**config.mk**
```make
export PLATFORM = sky130hd
export DESIGN_NAME = spi_hostfront
export DESIGN_NICKNAME = d
export VERILOG_FILES = /design/src/rtl/spi_hostfront_pkg.sv /design/src/rtl/spi_hf_queue.sv /design/src/rtl/spi_hf_irq.sv /design/src/rtl/spi_hostfront.sv
export SDC_FILE = /design/constraint.sdc
export NUM_CORES = 1
export LEC_CHECK = 0
export ABC_AREA = 1
export CORE_ASPECT_RATIO = 2
export CORE_MARGIN = 3
export CORE_UTILIZATION = 50
export CTS_CLUSTER_DIAMETER = 50
export CTS_CLUSTER_SIZE = 20
export DETAILED_ROUTE_END_ITERATION = 10
export GPL_TIMING_DRIVEN = 0
export PLACE_DENSITY = 0.68
export SLEW_MARGIN = 20
export SYNTH_ARGS = -nofsm -noshare
export SYNTH_HDL_FRONTEND = slang
export SYNTH_SLANG_ARGS = --single-unit
```
**constraint.sdc**
```tcl
create_clock -name clk -period 4.05 [get_ports clk]
set_input_delay 0.81 -clock clk [delete_from_list [all_inputs] [get_ports clk]]
set_output_delay 0.81 -clock clk [all_outputs]
set_load 0.01 [all_outputs]
```
**src/rtl/spi_hostfront_pkg.sv**
```systemverilog
package spi_hostfront_pkg;
   localparam int ADDR_W = 8;
   localparam int BUS_W  = 32;
   localparam int NIRQ   = 4;

   localparam logic [ADDR_W-1:0] A_SOFTRST  = 8'h40;
   localparam logic [ADDR_W-1:0] A_IRQ_EN   = 8'h80;
   localparam logic [ADDR_W-1:0] A_IRQ_PEND = 8'h84;
   localparam logic [ADDR_W-1:0] A_IRQ_RAW  = 8'h88;
   localparam logic [ADDR_W-1:0] A_SYNC_ID  = 8'hC0;
   localparam logic [ADDR_W-1:0] A_CMD_ROOM = 8'hD0;
   localparam logic [ADDR_W-1:0] A_SDO_ROOM = 8'hD4;
   localparam logic [ADDR_W-1:0] A_SDI_LVL  = 8'hD8;
   localparam logic [ADDR_W-1:0] A_CMD_PUSH = 8'hE0;
   localparam logic [ADDR_W-1:0] A_SDO_PUSH = 8'hE4;
   localparam logic [ADDR_W-1:0] A_SDI_POP  = 8'hE8;
   localparam logic [ADDR_W-1:0] A_SDI_PEEK = 8'hEC;

   typedef enum int {
      IB_CMD_LOW  = 0,
      IB_SDO_LOW  = 1,
      IB_SDI_HIGH = 2,
      IB_SYNC     = 3
   } irq_bit_e;
endpackage

```
**src/rtl/spi_hf_queue.sv**
```systemverilog
module spi_hf_queue #(
   parameter int DW         = 8,
   parameter int DEPTH      = 16,
   parameter bit ZERO_EMPTY = 1'b0,
   localparam int AW = $clog2(DEPTH),
   localparam int LW = AW + 1
) (
   input  logic          clk,
   input  logic          rst_n,
   input  logic          clr,
   input  logic          push,
   input  logic [DW-1:0] din,
   input  logic          pop,
   output logic [DW-1:0] head,
   output logic [LW-1:0] level,
   output logic          full,
   output logic          empty
);
   generate
      if ((1 << AW) != DEPTH || DEPTH < 4) begin : g_bad_depth
         $error("spi_hf_queue: DEPTH must be a power of two and at least 4");
      end
   endgenerate

   logic [DW-1:0] mem [DEPTH];
   logic [AW-1:0] wp, rp;
   logic [LW-1:0] cnt;
   logic          do_push, do_pop;

   assign full    = (cnt == LW'(DEPTH));
   assign empty   = (cnt == '0);
   assign do_push = push && !full && !clr;
   assign do_pop  = pop && !empty && !clr;
   assign level   = cnt;

   always_ff @(posedge clk or negedge rst_n) begin
      if (!rst_n) begin
         wp  <= '0;
         rp  <= '0;
         cnt <= '0;
      end else if (clr) begin
         wp  <= '0;
         rp  <= '0;
         cnt <= '0;
      end else begin
         if (do_push) wp <= wp + 1'b1;
         if (do_pop)  rp <= rp + 1'b1;
         case ({do_push, do_pop})
            2'b10:   cnt <= cnt + 1'b1;
            2'b01:   cnt <= cnt - 1'b1;
            default: cnt <= cnt;
         endcase
      end
   end

   always_ff @(posedge clk) begin
      if (do_push) mem[wp] <= din;
   end

   generate
      if (ZERO_EMPTY) begin : g_zero_head
         assign head = empty ? '0 : mem[rp];
      end else begin : g_raw_head
         assign head = mem[rp];
      end
   endgenerate
endmodule

```
**src/rtl/spi_hf_irq.sv**
```systemverilog
module spi_hf_irq #(
   parameter int NIRQ     = 4,
   parameter int SYNC_BIT = 3
) (
   input  logic            clk,
   input  logic            rst_n,
   input  logic [NIRQ-1:0] cond,
   input  logic            sync_evt,
   input  logic            en_we,
   input  logic [NIRQ-1:0] en_wdata,
   input  logic            clr_we,
   input  logic [NIRQ-1:0] clr_wdata,
   output logic [NIRQ-1:0] pend,
   output logic [NIRQ-1:0] en,
   output logic            irq
);
   generate
      if (SYNC_BIT >= NIRQ) begin : g_bad_bit
         $error("spi_hf_irq: SYNC_BIT out of range");
      end
   endgenerate

   logic [NIRQ-1:0] clr_mask;
   assign clr_mask = clr_we ? clr_wdata : '0;

   always_ff @(posedge clk or negedge rst_n) begin
      if (!rst_n)     en <= '0;
      else if (en_we) en <= en_wdata;
   end

   for (genvar i = 0; i < NIRQ; i++) begin : g_pend
      logic set_i;
      if (i == SYNC_BIT) begin : g_evt
         assign set_i = sync_evt;
      end else begin : g_lvl
         assign set_i = cond[i];
      end
      always_ff @(posedge clk or negedge rst_n) begin
         if (!rst_n) pend[i] <= 1'b0;
         else        pend[i] <= set_i | (pend[i] & ~clr_mask[i]);
      end
   end

   assign irq = |(pend & en);
endmodule

```
**src/rtl/spi_hostfront.sv**
```systemverilog
module spi_hostfront
   import spi_hostfront_pkg::*;
#(
   parameter int CMD_DEPTH = 16,
   parameter int SDO_DEPTH = 16,
   parameter int SDI_DEPTH = 16,
   parameter int CMD_W     = 16,
   parameter int BYTE_W    = 8,
   parameter int ID_W      = 8,
   localparam int CLW = $clog2(CMD_DEPTH) + 1,
   localparam int OLW = $clog2(SDO_DEPTH) + 1,
   localparam int ILW = $clog2(SDI_DEPTH) + 1
) (
   input  logic              clk,
   input  logic              rst_n,
   input  logic              req_valid,
   output logic              req_ready,
   input  logic              req_write,
   input  logic [ADDR_W-1:0] req_addr,
   input  logic [BUS_W-1:0]  req_wdata,
   output logic              rsp_valid,
   output logic [BUS_W-1:0]  rsp_rdata,
   output logic              cmd_valid,
   input  logic              cmd_ready,
   output logic [CMD_W-1:0]  cmd_data,
   output logic              sdo_valid,
   input  logic              sdo_ready,
   output logic [BYTE_W-1:0] sdo_data,
   input  logic              sdi_valid,
   output logic              sdi_ready,
   input  logic [BYTE_W-1:0] sdi_data,
   input  logic              sync_valid,
   input  logic [ID_W-1:0]   sync_id,
   output logic              engine_rst,
   output logic              irq
);
   generate
      if (CMD_W > BUS_W || BYTE_W > CMD_W || ID_W > BUS_W) begin : g_bad_width
         $error("spi_hostfront: field widths exceed the bus");
      end
   endgenerate

   localparam logic [CLW-1:0] CMD_LOW  = CLW'(CMD_DEPTH / 4);
   localparam logic [OLW-1:0] SDO_LOW  = OLW'(SDO_DEPTH / 4);
   localparam logic [ILW-1:0] SDI_HIGH = ILW'(SDI_DEPTH - SDI_DEPTH / 4);

   logic wr_acc, rd_acc;
   assign req_ready = 1'b1;
   assign wr_acc    = req_valid &&  req_write;
   assign rd_acc    = req_valid && !req_write;

   logic unused_wbits;
   assign unused_wbits = ^req_wdata[BUS_W-1:CMD_W];

   // soft reset
   logic soft_q;
   always_ff @(posedge clk or negedge rst_n) begin
      if (!rst_n) soft_q <= 1'b1;
      else if (wr_acc && req_addr == A_SOFTRST) soft_q <= req_wdata[0];
   end
   assign engine_rst = soft_q;

   // queues
   logic [CLW-1:0]    cmd_level;
   logic [OLW-1:0]    sdo_level;
   logic [ILW-1:0]    sdi_level;
   logic              cmd_full, cmd_empty, sdo_full, sdo_empty, sdi_full, sdi_empty;
   logic [BYTE_W-1:0] sdi_head;
   logic              sdi_pop;

   assign sdi_pop = rd_acc && req_addr == A_SDI_POP;

   spi_hf_queue #(.DW(CMD_W), .DEPTH(CMD_DEPTH), .ZERO_EMPTY(1'b0)) cmd_q_i (
      .clk(clk), .rst_n(rst_n), .clr(soft_q),
      .push(wr_acc && req_addr == A_CMD_PUSH), .din(req_wdata[CMD_W-1:0]),
      .pop(cmd_valid && cmd_ready), .head(cmd_data),
      .level(cmd_level), .full(cmd_full), .empty(cmd_empty));

   spi_hf_queue #(.DW(BYTE_W), .DEPTH(SDO_DEPTH), .ZERO_EMPTY(1'b0)) sdo_q_i (
      .clk(clk), .rst_n(rst_n), .clr(soft_q),
      .push(wr_acc && req_addr == A_SDO_PUSH), .din(req_wdata[BYTE_W-1:0]),
      .pop(sdo_valid && sdo_ready), .head(sdo_data),
      .level(sdo_level), .full(sdo_full), .empty(sdo_empty));

   spi_hf_queue #(.DW(BYTE_W), .DEPTH(SDI_DEPTH), .ZERO_EMPTY(1'b1)) sdi_q_i (
      .clk(clk), .rst_n(rst_n), .clr(soft_q),
      .push(sdi_valid && sdi_ready), .din(sdi_data),
      .pop(sdi_pop), .head(sdi_head),
      .level(sdi_level), .full(sdi_full), .empty(sdi_empty));

   assign cmd_valid = !cmd_empty && !soft_q;
   assign sdo_valid = !sdo_empty && !soft_q;
   assign sdi_ready = !sdi_full  && !soft_q;

   // interrupts
   logic [NIRQ-1:0] raw_cond, pend_q, en_q;
   assign raw_cond[IB_CMD_LOW]  = cmd_level <= CMD_LOW;
   assign raw_cond[IB_SDO_LOW]  = sdo_level <= SDO_LOW;
   assign raw_cond[IB_SDI_HIGH] = sdi_level >= SDI_HIGH;
   assign raw_cond[IB_SYNC]     = sync_valid;

   spi_hf_irq #(.NIRQ(NIRQ), .SYNC_BIT(IB_SYNC)) irq_i (
      .clk(clk), .rst_n(rst_n), .cond(raw_cond), .sync_evt(sync_valid),
      .en_we(wr_acc && req_addr == A_IRQ_EN), .en_wdata(req_wdata[NIRQ-1:0]),
      .clr_we(wr_acc && req_addr == A_IRQ_PEND), .clr_wdata(req_wdata[NIRQ-1:0]),
      .pend(pend_q), .en(en_q), .irq(irq));

   // last sync identifier
   logic [ID_W-1:0] sync_id_q;
   always_ff @(posedge clk or negedge rst_n) begin
      if (!rst_n)          sync_id_q <= '0;
      else if (sync_valid) sync_id_q <= sync_id;
   end

   // read path
   logic [BUS_W-1:0] rd_mux;
   always_comb begin
      rd_mux = '0;
      case (req_addr)
         A_SOFTRST:  rd_mux = BUS_W'(soft_q);
         A_IRQ_EN:   rd_mux = BUS_W'(en_q);
         A_IRQ_PEND: rd_mux = BUS_W'(pend_q);
         A_IRQ_RAW:  rd_mux = BUS_W'(raw_cond);
         A_SYNC_ID:  rd_mux = BUS_W'(sync_id_q);
         A_CMD_ROOM: rd_mux = BUS_W'(CMD_DEPTH) - BUS_W'(cmd_level);
         A_SDO_ROOM: rd_mux = BUS_W'(SDO_DEPTH) - BUS_W'(sdo_level);
         A_SDI_LVL:  rd_mux = BUS_W'(sdi_level);
         A_SDI_POP,
         A_SDI_PEEK: rd_mux = BUS_W'(sdi_head);
         default:    rd_mux = '0;
      endcase
   end

   always_ff @(posedge clk or negedge rst_n) begin
      if (!rst_n) begin
         rsp_valid <= 1'b0;
         rsp_rdata <= '0;
      end else begin
         rsp_valid <= rd_acc;
         if (rd_acc) rsp_rdata <= rd_mux;
      end
   end
endmodule

```
======== Word-level counts from Yosys, hierarchy flattened ========
Memories as Yosys holds them, arrays and structs flattened.
Cells that the tools add are included.
word-level totals
  memories ................................ 3
  memory bits (writable) .................. 512
  flip-flop bits (word level) ............. 89
  output and inout port bits .............. 63
memory list
  memory       words  width  rd ports  clocked after memory_dff  write ports  line                source
  cmd_q_i.mem  16     16     1         0                         1            spi_hf_queue.sv:25  logic [DW-1:0] mem [DEPTH];
  sdi_q_i.mem  16     8      1         0                         1            spi_hf_queue.sv:25
  sdo_q_i.mem  16     8      1         0                         1            spi_hf_queue.sv:25
cells by class
  muxes and demuxes ....................... 27
  equal/unequal tests ..................... 21
  add/subtract/negate cells ............... 14
  magnitude comparators ................... 3
  reduce and logical (&&, ||, !) cells .... 48
  bitwise operators ....................... 13
operator list
  cell                                                                   count
  32-bit case mux with 9 select lines                                    1
  8-bit equality test, second input constant                             11
  4-bit 2-to-1 mux                                                       13
  5-bit case mux with 2 select lines                                     3
  1-bit logical AND                                                      26
  4-bit by 1-bit adder with 4-bit output, second input constant          6
  5-bit by 1-bit adder with 5-bit output, second input constant          3
  5-bit equality test, second input constant                             3
  5-bit zero test                                                        3
  5-bit 2-to-1 mux                                                       3
  5-bit by 1-bit subtractor with 5-bit output, second input constant     3
  2-bit nonzero test                                                     6
  5-bit by 5-bit subtractor with 6-bit output, first input constant      2
  5-bit by 3-bit <= comparator with 1-bit output, second input constant  2
  3-bit nonzero test                                                     3
  8-bit by 7-bit equality test with 1-bit output, second input constant  1
  1-bit zero test                                                        8
  8-bit 2-to-1 mux                                                       1
  2-bit by 1-bit equality test with 1-bit output, second input constant  3
  2-bit equality test, second input constant                             3
  1-bit 2-to-1 mux                                                       6
  5-bit by 4-bit >= comparator with 1-bit output, second input constant  1
  1-bit bitwise AND                                                      4
  4-bit bitwise AND                                                      1
  other kinds (4)                                                        10

======== Longest topological paths before layout ========
Gate-level depths: netlist of run 1.
  depth after elaboration ................. 9
  mapped depth ............................ 22
  mapped depth without buffers ............ 22

======== Hierarchy ========
From an unflattened synthesis of run 1, not the netlist that was laid out.
unflattened totals
  cell total of the unflattened synthesis .. 2153
  area, all modules ....................... 24975.2 sq um
by module, submodules not included
  module                   area each (sq um)  times used  seq. area each (sq um)  cells an instance
  spi_hf_queue at cmd_q_i  10954.3            1           8012.7                  865
  spi_hf_queue at sdo_q_i  6000.8             1           4169.0                  499
  spi_hf_queue at sdi_q_i  5935.7             1           4169.0                  473
  spi_hostfront            1740.4             1           476.7                   271
  spi_hf_irq               344.1              1           200.2                   45

======== Worst setup path before layout of run 1 ========
OpenSTA, ideal clock, no wires.
  path kind ............................... input-to-reg
  start point ............................. in req_addr[4]
  end point ............................... reg sdi_q_i.cnt[4], in the netlist sdi_q_i.level[4]
  path buffers ............................ 0
  library setup time ...................... 0.117 ns
  path slack .............................. 1.345 ns
  data arrival time ....................... 2.588 ns
  cell stages on the path ................. 17
  cells stage by stage .................... inv_1 > nand2_1 > nor2_4 > nand3_4 > nor2_8 > nand2_4 > nor2_4 > inv_1 > fa_1 > nand3b_1 > nand2_1 > nand2_1 > nand2_1 > o21bai_1 > nand2_1 > nand2_1 > nand2_1
between the ends
  cells in the longest elaborated chain, start to end .. 7
  elaborated cells between the ends (all ways) .. 9
  those cells by class .................... 3 x eq/ne; 2 x mux; 4 x reduce/logical
ends and longest elaborated chain
  item                                                                                          line                 source
  start, declared                                                                               spi_hostfront.sv:19  input logic [ADDR_W-1:0] req_addr,
  8-bit equality test *                                                                         spi_hostfront.sv:71  assign sdi_pop = rd_acc && req_addr == A_SDI_POP;
  1-bit logical AND *                                                                           spi_hostfront.sv:71
  1-bit logical AND * (2 in series)                                                             spi_hf_queue.sv:33   assign do_pop = pop && !empty && !clr;
  2-bit by 1-bit equality test with 1-bit output / 2-bit equality test (equally long branches)  spi_hf_queue.sv:48   case ({do_push, do_pop})
  5-bit case mux with 2 select lines                                                            spi_hf_queue.sv:48
  5-bit 2-to-1 mux                                                                              spi_hf_queue.sv:41   end else if (clr) begin
  end signal, assigned                                                                          spi_hf_queue.sv:49   2'b10: cnt <= cnt + 1'b1;
  end signal, assigned                                                                          spi_hf_queue.sv:50   2'b01: cnt <= cnt - 1'b1;
  end signal, assigned                                                                          spi_hf_queue.sv:51   default: cnt <= cnt;
  end, declared                                                                                 spi_hf_queue.sv:27   logic [LW-1:0] cnt;
Every way passes the cells marked *; elsewhere a longest branch is shown, timed or not.
A chain may end at the register's enable or synchronous reset.

======== Worst setup path in the final report of run 1 ========
  start point ............................. reg cmd_q_i.rp[0]
  end point ............................... out cmd_data[14]
between the ends
  cells in the longest elaborated chain, start to end .. 1
ends and longest elaborated chain
  item                    line                 source
  start, declared         spi_hf_queue.sv:26   logic [AW-1:0] wp, rp;
  start signal, assigned  spi_hf_queue.sv:47   if (do_pop) rp <= rp + 1'b1;
  memory 16 x 16 bit      n/a
  end, declared           spi_hostfront.sv:25  output logic [CMD_W-1:0] cmd_data,
No other way between the ends.

==> summary.txt, run 1 <==
Yosys
  – Mapped Nets: 2,301
  – Warnings from Yosys: 0
  – Synth Area in Adders: under 10%
  – Post-Synthesis Cells: 2,204
  – Mux share of post-synthesis cell area: 0%
  – Seq/Total Area, Yosys: 69.0%
  – Post-synth cell types: 42
  – Post-Synth Simple-Gate Area: 16.5%
  – Synthesized area: 24,700 sq um
  – Mean area per synthesized cell: 11.2 sq um
  – Post-Synth XOR/XNOR Area: 0.355%
  – Complex-gate fraction of the synthesized area: between 8 and 9%
  – Register bit count reported by yosys: 578
  – Largest family of logic cells by synthesized area: simple AND/OR/NAND/NOR gates

Clock tree
  – CTS Hold Bufs: 0
  – Clock slew at reported path FFs: roughly 0.09 ns
  – Clock H-tree levels: 2
  – Clock Sinks: 578
  – CTS tree: built
  – Clock buffer depth: 3
  – Worst-Skew Late Latency: 0.56 ns
  – Post-CTS Setup Inserts: 0
  – Number of buffers created by CTS: 36
  – Root Buffer: clkbuf_16

STA
  – Setup ws final: 0.0519 ns
  – Tmin final: 4.00 ns
  – Final setup viols: 0
  – Achievable Freq: 250 MHz
  – Max-slew violations: 0
  – Fin Setup TNS: 0 ns
  – Final hold violations: 0
  – Worst Tran Pin Value: 1.05 ns
  – RSZ-0062 raised after global routing: yes
  – Relative max-transition margin: 30.0%
  – Final period util: 98.7%
  – Final Skew: between 0.02 and 0.03 ns

Finish
  – Final net count: 2,463
  – Fill count: about 4.1k
  – Commonest non-fill, non-tap cell in the layout: edfxtp_1
  – Synthesis-to-finish area growth: 13.7%
  – Layout cells sized above 1: 9.69%
  – Most frequent cells in the layout: edfxtp_1, nand2_1, nor2_1

GRT
  – GRT Util Overall: 27.4%
  – Global-route wire length before repair: 106 mm
  – Initial antenna violation count: 1
  – Congestion Overflow GR: 0
  – Largest net degree at the start of global routing: 48
  – Vias in the first global route: 17.5k

Place
  – Setup WS pre-CTS: 0.0570 ns
  – Placer's final routability congestion estimate: 0.967
  – Hpwl dp: 52.9 mm
  – I/O Buffers: 109

Critical path
  – CP Capture Type: primary output
  – CP Cell Sequence: inv_1 -> clkbuf_4 -> buf_2 -> nor2_1 -> nor2_1 -> o31ai_1 -> o21ai_0 -> clkdlybuf4s50_1
  – WP buf/inv: 4
  – Critical path's slowest cell: o31ai_1
  – Top Family by Delay on Critical Path: buffers and inverters
  – Critical path's most frequent cell: nor2_1
  – CP max stage delay: between 0.6 and 0.7 ns
  – Worst-path fanout max: 10
  – Worst r2r path cells: 17
  – Req. time, crit path: 3.24 ns
  – Crit path kind: flip-flop to primary output
  – Startpoint Class: flip-flop
  – Endpoint of the worst register-to-register path: cmd_q_i.level[4]
  – R2R Path Start: cmd_q_i.level[0]
  – R2r setup slk: 0.45 ns
  – Critical Path AT: 3.19 ns

Floorplanning
  – Core area: 48,600 sq um
  – Starting Density: 50.8%
  – Die W: 163 um
  – Die Height: 320 um
  – Die area: 52,300 sq um
  – Ports: 127
  – Cell Rows: 114

Route
  – ANT nets after route: 0
  – DRT Pass-1 Iters: 8
  – First DRT Iteration DRCs: between 1.5k and 2k
  – Vias: 17.4k
  – Routed length per placed instance: 23.8 um
  – # DRC: 0
  – Vias per cell: approximately 5.7
  – Final Routed Wirelength: 72.1 mm

Run
  – Max Cap Viol: 0

Pwr
  – Pwr dens: ~380 nW/um^2
  – Leakage power: between 10 and 15 nW
  – Maximum vdd drop: 0.392 mV

Min path
  – Min-delay worst type: input port to asynchronous set/reset pin

Outcome
  – Outcome: finished clean
[what timing repair did]
item / CTS / global route
resized for setup: 20 / 25
setup endpoints to repair: 17 / 13
pin swaps: 0 / 1
[per-stage QoR]
stage / std cells / total power, W / hold WS (ns) / utilization (%) / instance area (sq um)
after CTS: 3032 / 0.0106 / 0.148 / 57.6 / 28000
after global routing: 3033 / 0.0108 / 0.159 / 57.7 / 28100
final: 3033 / 0.0106 / 0.163 / 57.7 / 28100
after global placement: 2951 / 0.00688 / 0.460 / 54.7 / 26600
after floorplan: 2204 / 0.00669 / 0.443 / - / 24700
after detailed placement: 2967 / 0.00689 / 0.467 / 55.2 / 26800
[synthesized netlist by cell type (all sizes together)]
master   count  area (sq um)
fa           3          60.1
a31oi        1          6.26
edfxtp     512         15400
o221ai       9          78.8
ha          30           375
clkinv       4          15.0
nand3      142           733
nor2       338          1340
nor4         2          12.5
inv        115           432
buf         74           425
o2111ai      8          70.1
o211ai      28           210
xnor2        6          52.6
xor2         4          35.0
dfrtp       65          1630
conb         1          3.75
nand3b       2          15.0
dfstp        1          26.3
o21bai       1          7.51
or2          8          50.1
clkbuf      47           176
o22ai       46           288
nand4       16           100
nand2      464          1770
a21oi       46           238
nor3         9          50.1
o31ai        6          45.0
o21ai      216          1080
[metal layers]
layer / wire length [um] / track usage [%] / vias to the layer above / share of wire [%]
met5: 0 / 0 / - / 0
met4: 6620 / 20.6 / 0 / 9.2
met3: 3400 / 3.24 / 232 / 4.7
met2: 39200 / 51.7 / 679 / 54
met1: 22900 / 26.4 / 8518 / 32
li1: - / - / 7965 / -
[registers in the layout, indices dropped and copies added, names as in the netlist, 5 cells and up]
| name | flops |
|---|---|
| cmd_q_i.mem | 256 |
| cmd_q_i.level | 5 |
| sdo_q_i.level | 5 |
| sync_id_q | 8 |
| sdi_q_i.level | 5 |
| sdo_q_i.mem | 128 |
| rsp_rdata | 9 |
| sdi_q_i.mem | 128 |
[power breakdown]
part / switching, W / internal (W)
clock network: 0.00195 / 0.00187
logic: 0.000191 / 0.0000648
registers: 0.00000694 / 0.00649
[worst max-delay path by stage]
stage	startpoint	end	cells past startpoint
floorplan	req_addr[4]	sdi_q_i.level[4]	17
global placement	rst_n	sdo_q_i.rp[3]	1
detailed placement	cmd_q_i.rp[1]	cmd_data[15]	9
CTS	sdo_q_i.rp[0]	sdo_data[3]	7
global route	cmd_q_i.rp[1]	cmd_data[5]	8
finish	cmd_q_i.rp[0]	cmd_data[14]	8
[logic make-up after synthesis]
kind of cell	count (synthesis)
and+or+nand+nor	981
DFF	578
AOI/OAI and AO/OA	361
buffers and inverters	240
adders and majority gates	33
xor gates and xnor gates	10
other	1
[layout make-up]
cell class                      count  area, sq um  area share (%)
Tap cell                          638          798            2.84
Buffer                            120          631            2.25
Timing Repair Buffer              125         1280            4.57
Multi-Input combinational cell   1386         6750            24.0
Inverter                          119          447            1.59
Antenna cell                        1         2.50         0.00891
Clock inverter                      8         93.8           0.334
Sequential cell                   578        17000            60.6
Clock buffer                       58         1050            3.73
(Power assumes the default switching activity.)
==> run 2, diff against run 1 <==
--- a/config.mk
+++ b/config.mk
@@ -8,12 +8,12 @@
 export ABC_AREA = 1
 export CORE_ASPECT_RATIO = 2
 export CORE_MARGIN = 3
-export CORE_UTILIZATION = 50
+export CORE_UTILIZATION = 30
 export CTS_CLUSTER_DIAMETER = 50
 export CTS_CLUSTER_SIZE = 20
 export DETAILED_ROUTE_END_ITERATION = 10
 export GPL_TIMING_DRIVEN = 0
-export PLACE_DENSITY = 0.68
+export PLACE_DENSITY = 0.46
 export SLEW_MARGIN = 20
 export SYNTH_ARGS = -nofsm -noshare
 export SYNTH_HDL_FRONTEND = slang
==> run 2 against run 1 <==
Sequential cell count did not move. Hold slack improved by 0.035 ns. Final area grew 3.9%. Critical endpoint is now cmd_data[1]. Highest routed layer unchanged.
==> summary.txt, run 2 (synthesis gave the netlist of run 1 again) <==
Outcome
  – Outcome: finished clean

GRT
  – Largest net degree at the start of global routing: 41
  – Initial antenna violation count: 0
  – M2 GR Usage: 37.1%
  – Global-route wire length before repair: between 100 and 150 mm
  – Routing usage on met3: under 10%
  – Congestion Overflow GR: 0
  – Gr busiest metal: met2
  – Vias in the first global route: 17.7k
  – M1 GR Usage: 17.5%
  – GRT Util Overall: 18.8%

Finish
  – Final net count: between 2k and 2.5k
  – Most flop-heavy register: cmd_q_i.mem
  – Most frequent cells in the layout: edfxtp_1, nand2_1, nor2_1
  – Core Util, Final: between 30% and 40%
  – Layout cells sized above 1: 11.9%
  – Synthesis-to-finish area growth: 18.1%
  – Max FFs per register: approximately 260
  – Commonest non-fill, non-tap cell in the layout: edfxtp_1
  – Antenna cells: 0
  – Regs by FF count: cmd_q_i.mem (256), sdi_q_i.mem (128), sdo_q_i.mem (128)

Clock tree
  – Root Buffer: clkbuf_16
  – Number of buffers created by CTS: 43
  – Worst-Skew Late Latency: between 0.6 and 0.7 ns
  – Clock buffer depth: 3
  – CTS tree: built
  – Clock Sinks: 578
  – Clock slew at reported path FFs: 0.08 ns
  – CTS Hold Bufs: 0
  – Post-CTS Setup Inserts: 0
  – Clock H-tree levels: 2

Min path
  – Min-delay worst type: input port to asynchronous set/reset pin

Route
  – ANT nets after route: 0
  – Final Routed Wirelength: between 80 and 90 mm
  – # DRC: 0
  – Vias: 17.0k
  – Vias per cell: 4.93
  – Routed length per placed instance: 23.9 um
  – First DRT Iteration DRCs: 1,137
  – DRT Pass-1 Iters: 5

Floorplanning
  – Core area: slightly above 80,000 sq um
  – Ports: 127
  – Die Height: 412 um
  – Die W: 209 um
  – Die area: between 80,000 and 90,000 sq um
  – Starting Density: about 30%
  – Cell Rows: about 150

STA
  – Worst Tran Pin Value: 0.968 ns
  – Setup ws final: 0.0403 ns
  – Final hold violations: 0
  – Final period util: 99.0%
  – Final Skew: 0.0391 ns
  – Final hold slack: 0.198 ns
  – RSZ-0062 raised after global routing: yes
  – Relative max-transition margin: 35.2%
  – Tmin final: 4.01 ns
  – Achievable Freq: 249 MHz
  – Final setup viols: 0
  – Max-slew violations: 0

Pwr
  – Net Sw Power: 0.00254 W
  – Leakage power: between 10 and 15 nW
  – Clock network fraction of total power: 39.8%
  – Pwr dens: 386 nW/um^2
  – Cell-internal power: 0.00870 W
  – Switch share: 22.6%
  – Combinational share of power: 2.4%
  – Sequential share of power: ~58%
  – Maximum vdd drop: 0.353 mV

Critical path
  – Startpoint Class: flip-flop
  – CP Cell Sequence: inv_1 -> clkbuf_1 -> nor2_1 -> o22ai_1 -> or2_2 -> nand4_1 -> nand2_1 -> clkdlybuf4s50_1
  – Worst-path fanout max: 10
  – CP Capture Type: primary output
  – Crit path kind: flip-flop to primary output
  – Critical path's slowest cell: clkdlybuf4s50_1
  – Req. time, crit path: 3.24 ns
  – Critical Path AT: 3.20 ns
  – CP max stage delay: 0.55 ns

Place
  – Placer's final routability congestion estimate: 0.899
  – Hpwl dp: 61.8 mm
  – Setup WS pre-CTS: -0.136 ns
  – I/O Buffers: 109

Run
  – Max Cap Viol: 0
[run 2: cell types whose count changed in the layout (fill, tap and decap cells not counted), moves of 4 or more]
cell / previous run / this run
buf_12: 0 / 8
o221ai_4: 1 / 6
clkinvlp_4: 1 / 5
o22ai_2: 1 / 9
clkbuf_4: 3 / 10
clkbuf_16: 38 / 43
clkbuf_1: 45 / 21
o221ai_2: 7 / 2
buf_6: 8 / 2
buf_8: 6 / 10
o22ai_1: 45 / 37
[run 2: worst max-delay path, delay by kind of cell (launching register included)]
family | cells | cell delay [ns]
buffers and inverters | 3 | 1.13
and+or+nand+nor | 4 | 0.54
DFF | 1 | 0.48
AOI/OAI and AO/OA | 1 | 0.44
[run 2: cell type report]
| class | count | area, sq um |
|---|---|---|
| plain buffers | 121 | 694 |
| clock buffers | 49 | 1110 |
| clock inverters | 27 | 310 |
| fillers | 8159 | 52300 |
| inverters | 119 | 452 |
| multi-input cells | 1386 | 6880 |
| flip-flops and latches | 578 | 17000 |
| well taps | 1050 | 1310 |
| repair buffers | 129 | 1380 |
[run 2: power groups by stage]
stage	Clock, W	Sequential, W	Combinational, W
after global routing	0.00478	0.00650	0.000294
after global placement	0	0.00664	0.000259
after detailed placement	0	0.00663	0.000279
final	0.00448	0.00650	0.000273
after CTS	0.00460	0.00650	0.000280
after floorplan	0	0.00663	0.0000543
[run 2: stage by stage]
stage                     power, W  instance area (sq um)  std cells  TNS (ns)
after detailed placement   0.00691                  27500       3383    -0.250
after floorplan            0.00669                  24700       2204         0
after global placement     0.00690                  27100       3363    -63.66
after global routing        0.0116                  29200       3459   -0.0176
final                       0.0112                  29200       3459         0
after CTS                   0.0114                  29100       3459         0
[run 2: repair_timing]
item | CTS | global route
gates resized for setup | 61 | 35
setup endpoints to repair | 23 | 19
pin swaps | 2 | 4
endpoints found under the hold margin | 0 | 0
[run 2: per-layer routing]
layer,wire (um),up-vias
met5,0,-
met4,7160,0
met3,2880,181
met2,45700,510
met1,26800,8368
li1,-,7980
[run 2: path summary, 6_finish.rpt]
path,from,endpoint,slack (ns),cells past startpoint
hold / removal,rst_n,rsp_rdata[7],0.20,1
setup reg to reg,cmd_q_i.level[0],cmd_q_i.level[4],0.52,17
hold reg to reg,rsp_rdata[7],rsp_rdata[7],0.49,2
setup / recovery,cmd_q_i.rp[0],cmd_data[1],0.04,8
max in group asynchronous,rst_n,engine_rst,3.20,2
min in group clk,req_wdata[7],cmd_q_i.mem[12][7],0.46,1
